==> src/rtl/rtc_pkg.sv <==
`timescale 1ns/1ps
// Shared field addresses and BCD helpers for the calendar counter.
// Assumes all field values are two-digit packed BCD in eight bits.
package rtc_pkg;
    typedef enum logic [2:0] {
        F_SEC  = 3'd0,
        F_MIN  = 3'd1,
        F_HOUR = 3'd2,
        F_DAY  = 3'd3,
        F_WDAY = 3'd4,
        F_MON  = 3'd5,
        F_YEAR = 3'd6,
        F_NONE = 3'd7
    } field_e;

    // One BCD increment: returns {wrapped, next}; values at or above top wrap to bottom.
    function automatic logic [8:0] bcd_step(input logic [7:0] v,
                                            input logic [7:0] top,
                                            input logic [7:0] bottom);
        if (v >= top)
            return {1'b1, bottom};
        else if (v[3:0] >= 4'd9)
            return {1'b0, v[7:4] + 4'd1, 4'd0};
        else
            return {1'b0, v[7:4], v[3:0] + 4'd1};
    endfunction

    // Binary value of a two-digit BCD number.
    function automatic logic [6:0] bcd_to_bin(input logic [7:0] v);
        return 7'(v[7:4]) * 7'd10 + 7'(v[3:0]);
    endfunction

    // Last valid day (BCD) of a month (BCD), taking leap years into account.
    function automatic logic [7:0] month_last(input logic [7:0] mon, input logic [7:0] yr);
        case (mon)
            8'h02:                      return ((bcd_to_bin(yr) % 7'd4) == 7'd0) ? 8'h29 : 8'h28;
            8'h04, 8'h06, 8'h09, 8'h11: return 8'h30;
            default:                    return 8'h31;
        endcase
    endfunction
endpackage

==> src/rtl/rtc_prescaler.sv <==
`timescale 1ns/1ps
// Binary divider from the reference clock to the once-per-second tick.
// Assumes clk is the reference clock; PRE_W = 15 gives 1 Hz from 32.768 kHz.
// Stop clears the count so the next second starts from a known phase.
module rtc_prescaler #(
    parameter int PRE_W = 15
) (
    input  logic clk,
    input  logic rst_n,
    input  logic stop_i,
    output logic tick_o,
    output logic div_4096_o,
    output logic div_64_o,
    output logic div_1hz_o
);
    localparam int TAP_1   = PRE_W - 1;
    localparam int TAP_4K  = (PRE_W > 2) ? 2 : TAP_1;
    localparam int TAP_64  = (PRE_W > 8) ? 8 : TAP_1;

    logic [PRE_W-1:0] cnt;

    // Count reference cycles; held at zero by reset or stop.
    always_ff @(posedge clk) begin
        if (!rst_n)
            cnt <= '0;
        else if (stop_i)
            cnt <= '0;
        else
            cnt <= cnt + 1'b1;
    end

    // Tick in the last cycle of each period; taps are plain count bits.
    always_comb begin
        tick_o     = !stop_i && (&cnt);
        div_4096_o = cnt[TAP_4K];
        div_64_o   = cnt[TAP_64];
        div_1hz_o  = cnt[TAP_1];
    end

    a_r2_stop_clears: assert property (@(posedge clk) disable iff (!rst_n)
        stop_i |=> (cnt == '0));
    a_r1_tick_restarts: assert property (@(posedge clk) disable iff (!rst_n)
        tick_o |=> (cnt == '0));
    a_r1_tick_single: assert property (@(posedge clk) disable iff (!rst_n)
        tick_o |=> !tick_o);
endmodule

==> src/rtl/rtc_time_chain.sv <==
`timescale 1ns/1ps
// Seconds, minutes and hours counters with their carry cascade.
// Assumes adv_i is already suppressed in write cycles by the parent.
// The hour field follows mode_12h_i: bit 5 is the afternoon flag in 12-hour mode.
module rtc_time_chain
    import rtc_pkg::*;
(
    input  logic       clk,
    input  logic       rst_n,
    input  logic       adv_i,
    input  logic       mode_12h_i,
    input  logic       wr_en_i,
    input  logic [2:0] wr_addr_i,
    input  logic [7:0] wr_data_i,
    output logic [7:0] sec_o,
    output logic [7:0] min_o,
    output logic [7:0] hour_o,
    output logic       day_adv_o
);
    logic [8:0] sec_nx, min_nx, hr_step;
    logic [7:0] hour_next;
    logic       hour_wrap;

    // Next-value logic for seconds and minutes.
    always_comb begin
        sec_nx = bcd_step(sec_o, 8'h59, 8'h00);
        min_nx = bcd_step(min_o, 8'h59, 8'h00);
    end

    // Next hour in the selected encoding, plus the carry into the day.
    always_comb begin
        hour_next = hour_o;
        hour_wrap = 1'b0;
        if (mode_12h_i) begin
            hr_step = bcd_step({3'b0, hour_o[4:0]}, 8'h12, 8'h01);
            if (hour_o[4:0] == 5'h11) begin
                hour_next = {2'b0, ~hour_o[5], 5'h12};
                hour_wrap = hour_o[5];
            end else if (hour_o[4:0] == 5'h00) begin
                hour_next = {2'b0, hour_o[5], 5'h01};
            end else begin
                hour_next = {2'b0, hour_o[5], hr_step[4:0]};
            end
        end else begin
            hr_step   = bcd_step(hour_o, 8'h23, 8'h00);
            hour_next = hr_step[7:0];
            hour_wrap = hr_step[8];
        end
    end

    assign day_adv_o = adv_i && sec_nx[8] && min_nx[8] && hour_wrap;

    // Field registers: a host write wins; otherwise advance on the tick.
    always_ff @(posedge clk) begin
        if (!rst_n) begin
            sec_o  <= 8'h00;
            min_o  <= 8'h00;
            hour_o <= 8'h00;
        end else if (wr_en_i) begin
            case (field_e'(wr_addr_i))
                F_SEC:   sec_o  <= {1'b0, wr_data_i[6:0]};
                F_MIN:   min_o  <= {1'b0, wr_data_i[6:0]};
                F_HOUR:  hour_o <= {2'b0, wr_data_i[5:0]};
                default: ;
            endcase
        end else if (adv_i) begin
            sec_o <= sec_nx[7:0];
            if (sec_nx[8]) begin
                min_o <= min_nx[7:0];
                if (min_nx[8])
                    hour_o <= hour_next;
            end
        end
    end

    a_r3_sec_wrap: assert property (@(posedge clk) disable iff (!rst_n)
        adv_i && !wr_en_i && sec_o == 8'h59 |=> sec_o == 8'h00);
    a_r9_write_sec: assert property (@(posedge clk) disable iff (!rst_n)
        wr_en_i && wr_addr_i == 3'd0 |=> sec_o == {1'b0, $past(wr_data_i[6:0])});
    a_r9_idle_hold: assert property (@(posedge clk) disable iff (!rst_n)
        !adv_i && !wr_en_i |=> $stable(sec_o) && $stable(min_o) && $stable(hour_o));
    a_r5_pm_flip: assert property (@(posedge clk) disable iff (!rst_n)
        adv_i && !wr_en_i && mode_12h_i && sec_o == 8'h59 && min_o == 8'h59 && hour_o[4:0] == 5'h11
        |=> hour_o[5] != $past(hour_o[5]) && hour_o[4:0] == 5'h12);
endmodule

==> src/rtl/rtc_date_chain.sv <==
`timescale 1ns/1ps
// Day, weekday, month and year counters driven by the day carry.
// Assumes day_adv_i is low in write cycles; month length comes from the package.
module rtc_date_chain
    import rtc_pkg::*;
(
    input  logic       clk,
    input  logic       rst_n,
    input  logic       day_adv_i,
    input  logic       wr_en_i,
    input  logic [2:0] wr_addr_i,
    input  logic [7:0] wr_data_i,
    output logic [7:0] day_o,
    output logic [2:0] wday_o,
    output logic [7:0] month_o,
    output logic [7:0] year_o
);
    logic [7:0] last_day;
    logic [8:0] day_nx, mon_nx, yr_nx;
    logic [2:0] wday_nx;

    // Next-value logic for every date field.
    always_comb begin
        last_day = month_last(month_o, year_o);
        day_nx   = bcd_step(day_o, last_day, 8'h01);
        mon_nx   = bcd_step(month_o, 8'h12, 8'h01);
        yr_nx    = bcd_step(year_o, 8'h99, 8'h00);
        wday_nx  = (wday_o >= 3'd6) ? 3'd0 : wday_o + 3'd1;
    end

    // Field registers: a host write wins; otherwise advance on the day carry.
    always_ff @(posedge clk) begin
        if (!rst_n) begin
            day_o   <= 8'h01;
            wday_o  <= 3'd0;
            month_o <= 8'h01;
            year_o  <= 8'h00;
        end else if (wr_en_i) begin
            case (field_e'(wr_addr_i))
                F_DAY:   day_o   <= {2'b0, wr_data_i[5:0]};
                F_WDAY:  wday_o  <= wr_data_i[2:0];
                F_MON:   month_o <= {3'b0, wr_data_i[4:0]};
                F_YEAR:  year_o  <= wr_data_i;
                default: ;
            endcase
        end else if (day_adv_i) begin
            wday_o <= wday_nx;
            day_o  <= day_nx[7:0];
            if (day_nx[8]) begin
                month_o <= mon_nx[7:0];
                if (mon_nx[8])
                    year_o <= yr_nx[7:0];
            end
        end
    end

    a_r7_week_wrap: assert property (@(posedge clk) disable iff (!rst_n)
        day_adv_i && !wr_en_i && wday_o == 3'd6 |=> wday_o == 3'd0);
    a_r6_month_end: assert property (@(posedge clk) disable iff (!rst_n)
        day_adv_i && !wr_en_i && day_o == last_day |=> day_o == 8'h01);
    a_r6_leap_feb: assert property (@(posedge clk) disable iff (!rst_n)
        day_adv_i && !wr_en_i && month_o == 8'h02 && day_o == 8'h28 && year_o == 8'h24
        |=> day_o == 8'h29);
    a_r8_year_wrap: assert property (@(posedge clk) disable iff (!rst_n)
        day_adv_i && !wr_en_i && day_o == last_day && month_o == 8'h12 && year_o == 8'h99
        |=> year_o == 8'h00);
endmodule

==> src/rtl/rtc_bcd_calendar.sv <==
`timescale 1ns/1ps
// Top of the BCD time and calendar counter: prescaler, time chain, date chain
// and the combinational read mux. A write cycle swallows a coincident tick.
module rtc_bcd_calendar
    import rtc_pkg::*;
#(
    parameter int PRE_W = 15
) (
    input  logic       clk,
    input  logic       rst_n,
    input  logic       stop_i,
    input  logic       mode_12h_i,
    input  logic       wr_en_i,
    input  logic [2:0] wr_addr_i,
    input  logic [7:0] wr_data_i,
    input  logic [2:0] rd_addr_i,
    output logic [7:0] rd_data_o,
    output logic       tick_1hz_o,
    output logic       div_4096_o,
    output logic       div_64_o,
    output logic       div_1hz_o
);
    logic       tick, adv, day_adv;
    logic [7:0] sec, min, hour, day, month, year;
    logic [2:0] wday;

    rtc_prescaler #(.PRE_W(PRE_W)) u_pre (
        .clk(clk), .rst_n(rst_n), .stop_i(stop_i), .tick_o(tick),
        .div_4096_o(div_4096_o), .div_64_o(div_64_o), .div_1hz_o(div_1hz_o)
    );

    // A write in a tick cycle cancels that second's advance.
    assign adv        = tick && !wr_en_i;
    assign tick_1hz_o = tick;

    rtc_time_chain u_time (
        .clk(clk), .rst_n(rst_n), .adv_i(adv), .mode_12h_i(mode_12h_i),
        .wr_en_i(wr_en_i), .wr_addr_i(wr_addr_i), .wr_data_i(wr_data_i),
        .sec_o(sec), .min_o(min), .hour_o(hour), .day_adv_o(day_adv)
    );

    rtc_date_chain u_date (
        .clk(clk), .rst_n(rst_n), .day_adv_i(day_adv),
        .wr_en_i(wr_en_i), .wr_addr_i(wr_addr_i), .wr_data_i(wr_data_i),
        .day_o(day), .wday_o(wday), .month_o(month), .year_o(year)
    );

    // Read mux: addressed field, zero-extended; unused address reads zero.
    always_comb begin
        case (field_e'(rd_addr_i))
            F_SEC:   rd_data_o = sec;
            F_MIN:   rd_data_o = min;
            F_HOUR:  rd_data_o = hour;
            F_DAY:   rd_data_o = day;
            F_WDAY:  rd_data_o = {5'b0, wday};
            F_MON:   rd_data_o = month;
            F_YEAR:  rd_data_o = year;
            default: rd_data_o = 8'h00;
        endcase
    end

    a_r2_stop_freeze: assert property (@(posedge clk) disable iff (!rst_n)
        stop_i && !wr_en_i |=> $stable(sec) && $stable(day) && $stable(year));
    a_r9_tick_swallowed: assert property (@(posedge clk) disable iff (!rst_n)
        tick && wr_en_i && wr_addr_i != 3'd0 |=> $stable(sec));
endmodule

==> config.mk <==
export PLATFORM = sky130hd
export DESIGN_NAME = rtc_bcd_calendar
export DESIGN_NICKNAME = d
export VERILOG_FILES = /design/src/rtl/rtc_pkg.sv /design/src/rtl/rtc_prescaler.sv /design/src/rtl/rtc_time_chain.sv /design/src/rtl/rtc_date_chain.sv /design/src/rtl/rtc_bcd_calendar.sv
export SDC_FILE = /design/constraint.sdc
export NUM_CORES = 1
export LEC_CHECK = 0
export BUFFER_PORTS_ARGS = -buffer_cell sky130_fd_sc_hd__buf_4
export CAP_MARGIN = 30
export CORE_MARGIN = 8
export CORE_UTILIZATION = 65
export DETAILED_ROUTE_END_ITERATION = 10
export PLACE_DENSITY = 0.85
export RECOVER_POWER = 25
export SYNTH_ARGS = -nofsm -noshare
export SYNTH_HDL_FRONTEND = slang
export SYNTH_SLANG_ARGS = --single-unit
==> constraint.sdc <==
create_clock -name clk -period 6 [get_ports clk]
set_input_delay 1.2 -clock clk [delete_from_list [all_inputs] [get_ports clk]]
set_output_delay 1.2 -clock clk [all_outputs]
set_load 0.02 [all_outputs]
== After elaboration in Yosys (flattened, before gate mapping) ==
Cells that the tools add are included.

* Bits in registers: 66
* Input port bits: 19

* Add/sub/neg operators: 16
* Multiply operators: 1
* Magnitude comparators: 14
* Equal/unequal tests: 27
* Multiplexer cells: 50
* Bitwise gates (word level): 2
* Reduce and logical (&&, ||, !) cells: 41

{| class="wikitable"
|+ Operators with widths
! cell !! number
|-
| 8-bit two-way mux || 33
|-
| 8-bit case mux with 7 select lines || 1
|-
| 4-bit by 1-bit adder with 4-bit output (second input constant) || 12
|-
| 9-bit two-way mux || 5
|-
| 4-bit greater-or-equal comparator (second input constant) || 6
|-
| 3-bit == test (second input constant) || 6
|-
| 8-bit by 3-bit == test with 1-bit output (second input constant) || 2
|-
| 8-bit by 7-bit greater-or-equal comparator with 1-bit output (second input constant) || 2
|-
| 8-bit case mux with 2 select lines || 1
|-
| 4-bit AND reduction || 4
|-
| 15-bit by 1-bit adder with 15-bit output (second input constant) || 1
|-
| 5-bit two-way mux || 3
|-
| 15-bit AND reduction || 1
|-
| 3-bit nonzero test || 5
|-
| 2-bit by 1-bit inequality test with 1-bit output (second input constant) || 7
|-
| 3-bit by 2-bit == test with 1-bit output (second input constant) || 4
|-
| 3-bit two-way mux || 4
|-
| 3-bit AND reduction || 4
|-
| 6-bit AND reduction || 2
|-
| 2-bit nonzero test || 6
|-
| 5-bit AND reduction || 2
|-
| 8-bit by 2-bit == test with 1-bit output (second input constant) || 1
|-
| 8-bit by 4-bit == test with 1-bit output (second input constant) || 1
|-
| 8-bit by 5-bit == test with 1-bit output (second input constant) || 1
|-
| other kinds (25) || 37
|}

== Depth between registers and ports, before layout ==
* Depth after elaboration: 10
* Mapped depth: 14
* Gate-level depth less buffers: 14

== By module ==
Synthesis repeated with hierarchy kept, for this count alone.

* Cells, all modules: 611
* Area total of the unflattened synthesis: 5024.8 sq um

{| class="wikitable"
|+ Modules (own cells, without submodules)
! module !! instances !! cells an instance !! area each (sq um) !! sequential area each (sq um)
|-
| rtc_date_chain || 1 || 241 || 2043.2 || 540.5
|-
| rtc_time_chain || 1 || 225 || 1746.7 || 480.5
|-
| rtc_prescaler || 1 || 77 || 694.4 || 300.3
|-
| rtc_bcd_calendar || 1 || 68 || 540.5 || 0.0
|}

== Worst setup path after synthesis ==
No wires, ideal clock.

* Path kind: input to output
* Start: input port rd_addr_i[0]
* End: output port rd_data_o[0]
* Data arrival time: 2598 ps
* Data required time: 4800 ps
* Slack: 2202 ps
* Cell stages on the path: 3
* Cell sequence: clkbuf_1 > mux4_2 > o21ai_0

* Word-level cells in the longest chain between the ends: 2
* Elaborated cells between the ends (all ways): 8

{| class="wikitable"
|+ RTL lines
! item !! line !! source
|-
| start: declaration || rtc_bcd_calendar.sv:16 || <nowiki>input logic [2:0] rd_addr_i,</nowiki>
|-
| 3-bit == test, or another cell as far along || rtc_bcd_calendar.sv:50 || <nowiki>case (field_e'(rd_addr_i))</nowiki>
|-
| 8-bit case mux with 7 select lines (*) || rtc_bcd_calendar.sv:50 ||
|-
| end: declaration || rtc_bcd_calendar.sv:17 || <nowiki>output logic [7:0] rd_data_o,</nowiki>
|}

Every way passes the cells marked *; elsewhere a longest branch is shown, timed or not.

== Final worst setup path ==
* Start: input port rd_addr_i[1]
* End: output port rd_data_o[2]

The elaborated chain is that of the path after synthesis.

==> impl_metrics.csv <==
group,metric,value,unit
floorplan,initial_core_utilization,67.1,%
sta,final_setup_skew,0.00652,ns
power,leakagePower,2.03,nW
power,clk_pwr_share,40.7,%
placed_design,gpl.final_weighted_congestion,0.988,
synthesis,synth_warnings,0,
floorplan,site_rows,30,
clock_network,cts_root_buffer,"sky130_fd_sc_hd__clkbuf_8",
power,ir_drop,0.000145,V
sta,maximum_achievable_frequency,0.273,GHz
setup_path,critical_path.startpoint,"rd_addr_i[1]",
grt,grt_remaining_overflow,0,
synthesis,synthesis.instances,548,
job,maxCapViolations,0,
sta,setup-tns-final,0,ns
layout,final_cell_mix,"sky130_fd_sc_hd__dfxtp_1 (66), sky130_fd_sc_hd__nor2_1 (57), sky130_fd_sc_hd__nand2_1 (44)",
routing,route.antenna.remaining_nets,0,
routing,detail_route.vias_per_cell,6.58,
power,power.share.combinational,12.2,%
clock_network,clock_tree_from_tritoncts,"built",
sta,period_minus_slack,3.66,ns
clock_network,holdBufCountCts,0,
placed_design,pre_cts_ws,2.36,ns
placed_design,port_buffers,30,
grt,grt_antenna_before_repair,0,
layout,syn_to_final_growth,9.76,%
power,power_density,193,mW/mm2
routing,routed_wire_length_per_instance,19.4,um
setup_path,crit_path_end,"rd_data_o[2]",
sta,fin_crit_sh,61.1,%
layout,number_of_diodes,0,
power,report.power.total,0.965,mW
sta,timing_worst_slew_pin_value,1.39,ns
routing,drtIter0Drc,332,
synthesis,synth-edff-count,0,
layout,final_net_count,626,
synthesis,synth-seq-area-share,29.0,%
floorplan,io_pins,31,
floorplan,core_area,0.00679,mm2
placed_design,place_hpwl,9490,um
routing,drc_errors,0,
clock_network,worst_setup_hold_path_clk_slew,0.07,ns
clock_network,tritoncts_num_sinks,66,
routing,via_count,4398,
layout,leading_cell_type_in_the_layout_fill_and_taps_excluded,"sky130_fd_sc_hd__dfxtp_1",
synthesis,ys_ff_latch,66,
clock_network,clock_latency_on_the_worst_skew_pair,0.34,ns
power,swShare,27.6,%
layout,final_layout_size_suffix_gt1_share,11.4,%
floorplan,design.die.area,0.00996,mm2
setup_path,regToRegEndpoint,"u_date.month_o[4]",
hold_path,worstHoldPathType,"reg2reg",
setup_path,worst_reg2reg_startpoint,"u_date.month_o[0]",
grt,pin_count_of_the_biggest_net_entering_global_routing,33,
grt,grt_first_pass_wirelength,20600,um
setup_path,worst_path_fanout_max,14,
power,p_switching,0.266,mW
routing,drt_wl_total,13000,um
synthesis,syn-mean-instance-area,8.32,um2
sta,slew_headroom,7.26,%
synthesis,syn-num-nets,606,
sta,rsz0062_at_grt,"no",
synthesis,async_reset_ff_share,0,%
clock_network,postCtsResizedCells,0,
synthesis,synth_flop_cell,"sky130_fd_sc_hd__dfxtp_1",
layout,nFillCells,541,
clock_network,htreeDepth,3,
layout,final_instance_area,0.00501,mm2
synthesis,synth.cell_area,0.00456,mm2
setup_path,worst_endpoint_required_time,4.80,ns
clock_network,postCtsSetupBuffers,0,
sta,timing.final.setup_violations,0,
setup_path,setup.worst_path.start_class,"input pin",
setup_path,ff2ff_path_depth,13,
placed_design,placement.cell_area,0.00483,mm2
clock_network,clock_tree.buffer_depth,2,
routing,first_pass_iters,5,
run_status,status,"finished, final reports clean",
setup_path,endpoint_kind,"primary output",
setup_path,worst_setup_slack_for_register_to_register_paths,2.85,ns
grt,number_of_global_route_vias_before_repair,4050,
floorplan,die_w,99.8,um
sta,final_max_slew_viol_count,0,
synthesis,ys_types,71,
sta,finalHoldViolCount,0,
power,seqPwrFrac,47.1,%
sta,worst_slack,2.34,ns
grt,groute.usage.overall,26.0,%
setup_path,worst_ep_arrival_time,2.46,ns
layout,final_core_density,73.7,%
clock_network,cts_buf_count,9,
setup_path,critPathKind,"in2out",
power,p_int,0.699,mW
floorplan,die_h,99.8,um
power by group through the flow:
stage	sequential [mW]	combinational (mW)	clock, mW
2_1_floorplan	0.460	0.0781	0
3_3_place_gp	0.464	0.113	0
3_5_place_dp	0.464	0.116	0
4_1_cts	0.454	0.116	0.394
5_1_grt	0.455	0.129	0.413
6_report	0.454	0.118	0.393
layer usage:
| metal | GRT usage [%] | wire length (um) | up-vias |
|---|---|---|---|
| met5 | 0 | 0 | - |
| met4 | 13.3 | 512 | 0 |
| met3 | 5.95 | 1140 | 38 |
| met2 | 40.4 | 5870 | 215 |
| met1 | 32.9 | 5430 | 2085 |
| li1 | - | - | 2060 |
state kept, by name, indices dropped and copies added, names as in the netlist:
| signal | cells |
|---|---|
| u_time.sec_o | 8 |
| u_date.day_o | 8 |
| u_date.month_o | 8 |
| u_date.wday_o | 3 |
| u_time.min_o | 8 |
| u_pre.cnt | 15 |
| u_date.year_o | 8 |
| u_time.hour_o | 8 |
critical path: stages:
cell	delay, ns
sky130_fd_sc_hd__buf_4	0.19
sky130_fd_sc_hd__mux2_2	0.36
sky130_fd_sc_hd__a221o_1	0.35
sky130_fd_sc_hd__a22o_1	0.20
sky130_fd_sc_hd__buf_4	0.16
cell type report:
type	count	area (um2)	area share, %
Sequential cell	66	1320	26.4
Multi-Input combinational cell	432	3040	60.7
Inverter	28	105	2.10
Clock buffer	11	151	3.02
Clock inverter	4	51.3	1.02
Timing Repair Buffer	31	218	4.35
Tap cell	96	120	2.40
how the worst min path moves through the flow:
stage	startpoint	cells past startpoint	endpoint	slack, ns
floorplan	u_pre.cnt[0]	1	u_pre.cnt[0]	0.41
global placement	u_pre.cnt[0]	1	u_pre.cnt[0]	0.42
detailed placement	u_pre.cnt[0]	1	u_pre.cnt[0]	0.43
CTS	u_pre.cnt[0]	1	u_pre.cnt[0]	0.45
global route	u_pre.cnt[0]	1	u_pre.cnt[0]	0.47
finish	u_pre.cnt[0]	1	u_pre.cnt[0]	0.44
through the flow:
stage,cells,hold WS [ns]
2_1_floorplan,548,0.413
3_3_place_gp,653,0.421
3_5_place_dp,653,0.434
4_1_cts,668,0.448
5_1_grt,668,0.468
6_report,668,0.444
Yosys cell counts (9+ instances only):
cell,n,area [um2]
sky130_fd_sc_hd__nor2_1,57,214
sky130_fd_sc_hd__o21ai_0,35,175
sky130_fd_sc_hd__dfxtp_1,66,1320
sky130_fd_sc_hd__xor2_1,10,87.6
sky130_fd_sc_hd__o21ai_1,9,45.0
sky130_fd_sc_hd__o211ai_1,12,90.1
sky130_fd_sc_hd__a21oi_1,35,175
sky130_fd_sc_hd__ha_1,39,488
sky130_fd_sc_hd__and3_1,10,62.6
sky130_fd_sc_hd__a211oi_1,16,120
sky130_fd_sc_hd__inv_1,28,105
sky130_fd_sc_hd__nand3_1,19,95.1
sky130_fd_sc_hd__clkbuf_1,18,67.6
sky130_fd_sc_hd__nand2_1,44,165
cell families (layout without fill, tap and decap cells):
group	after synthesis	after routing	synth area share, %
compound gates	174	174	26.5
buf+inv	50	74	4.25
flops	66	66	29.0
xor+xnor	16	16	3.07
fa+ha+maj	39	39	10.7
simple gates	190	190	21.7
mux	13	13	4.85
No activity file was read; power rests on OpenSTA's default activity.
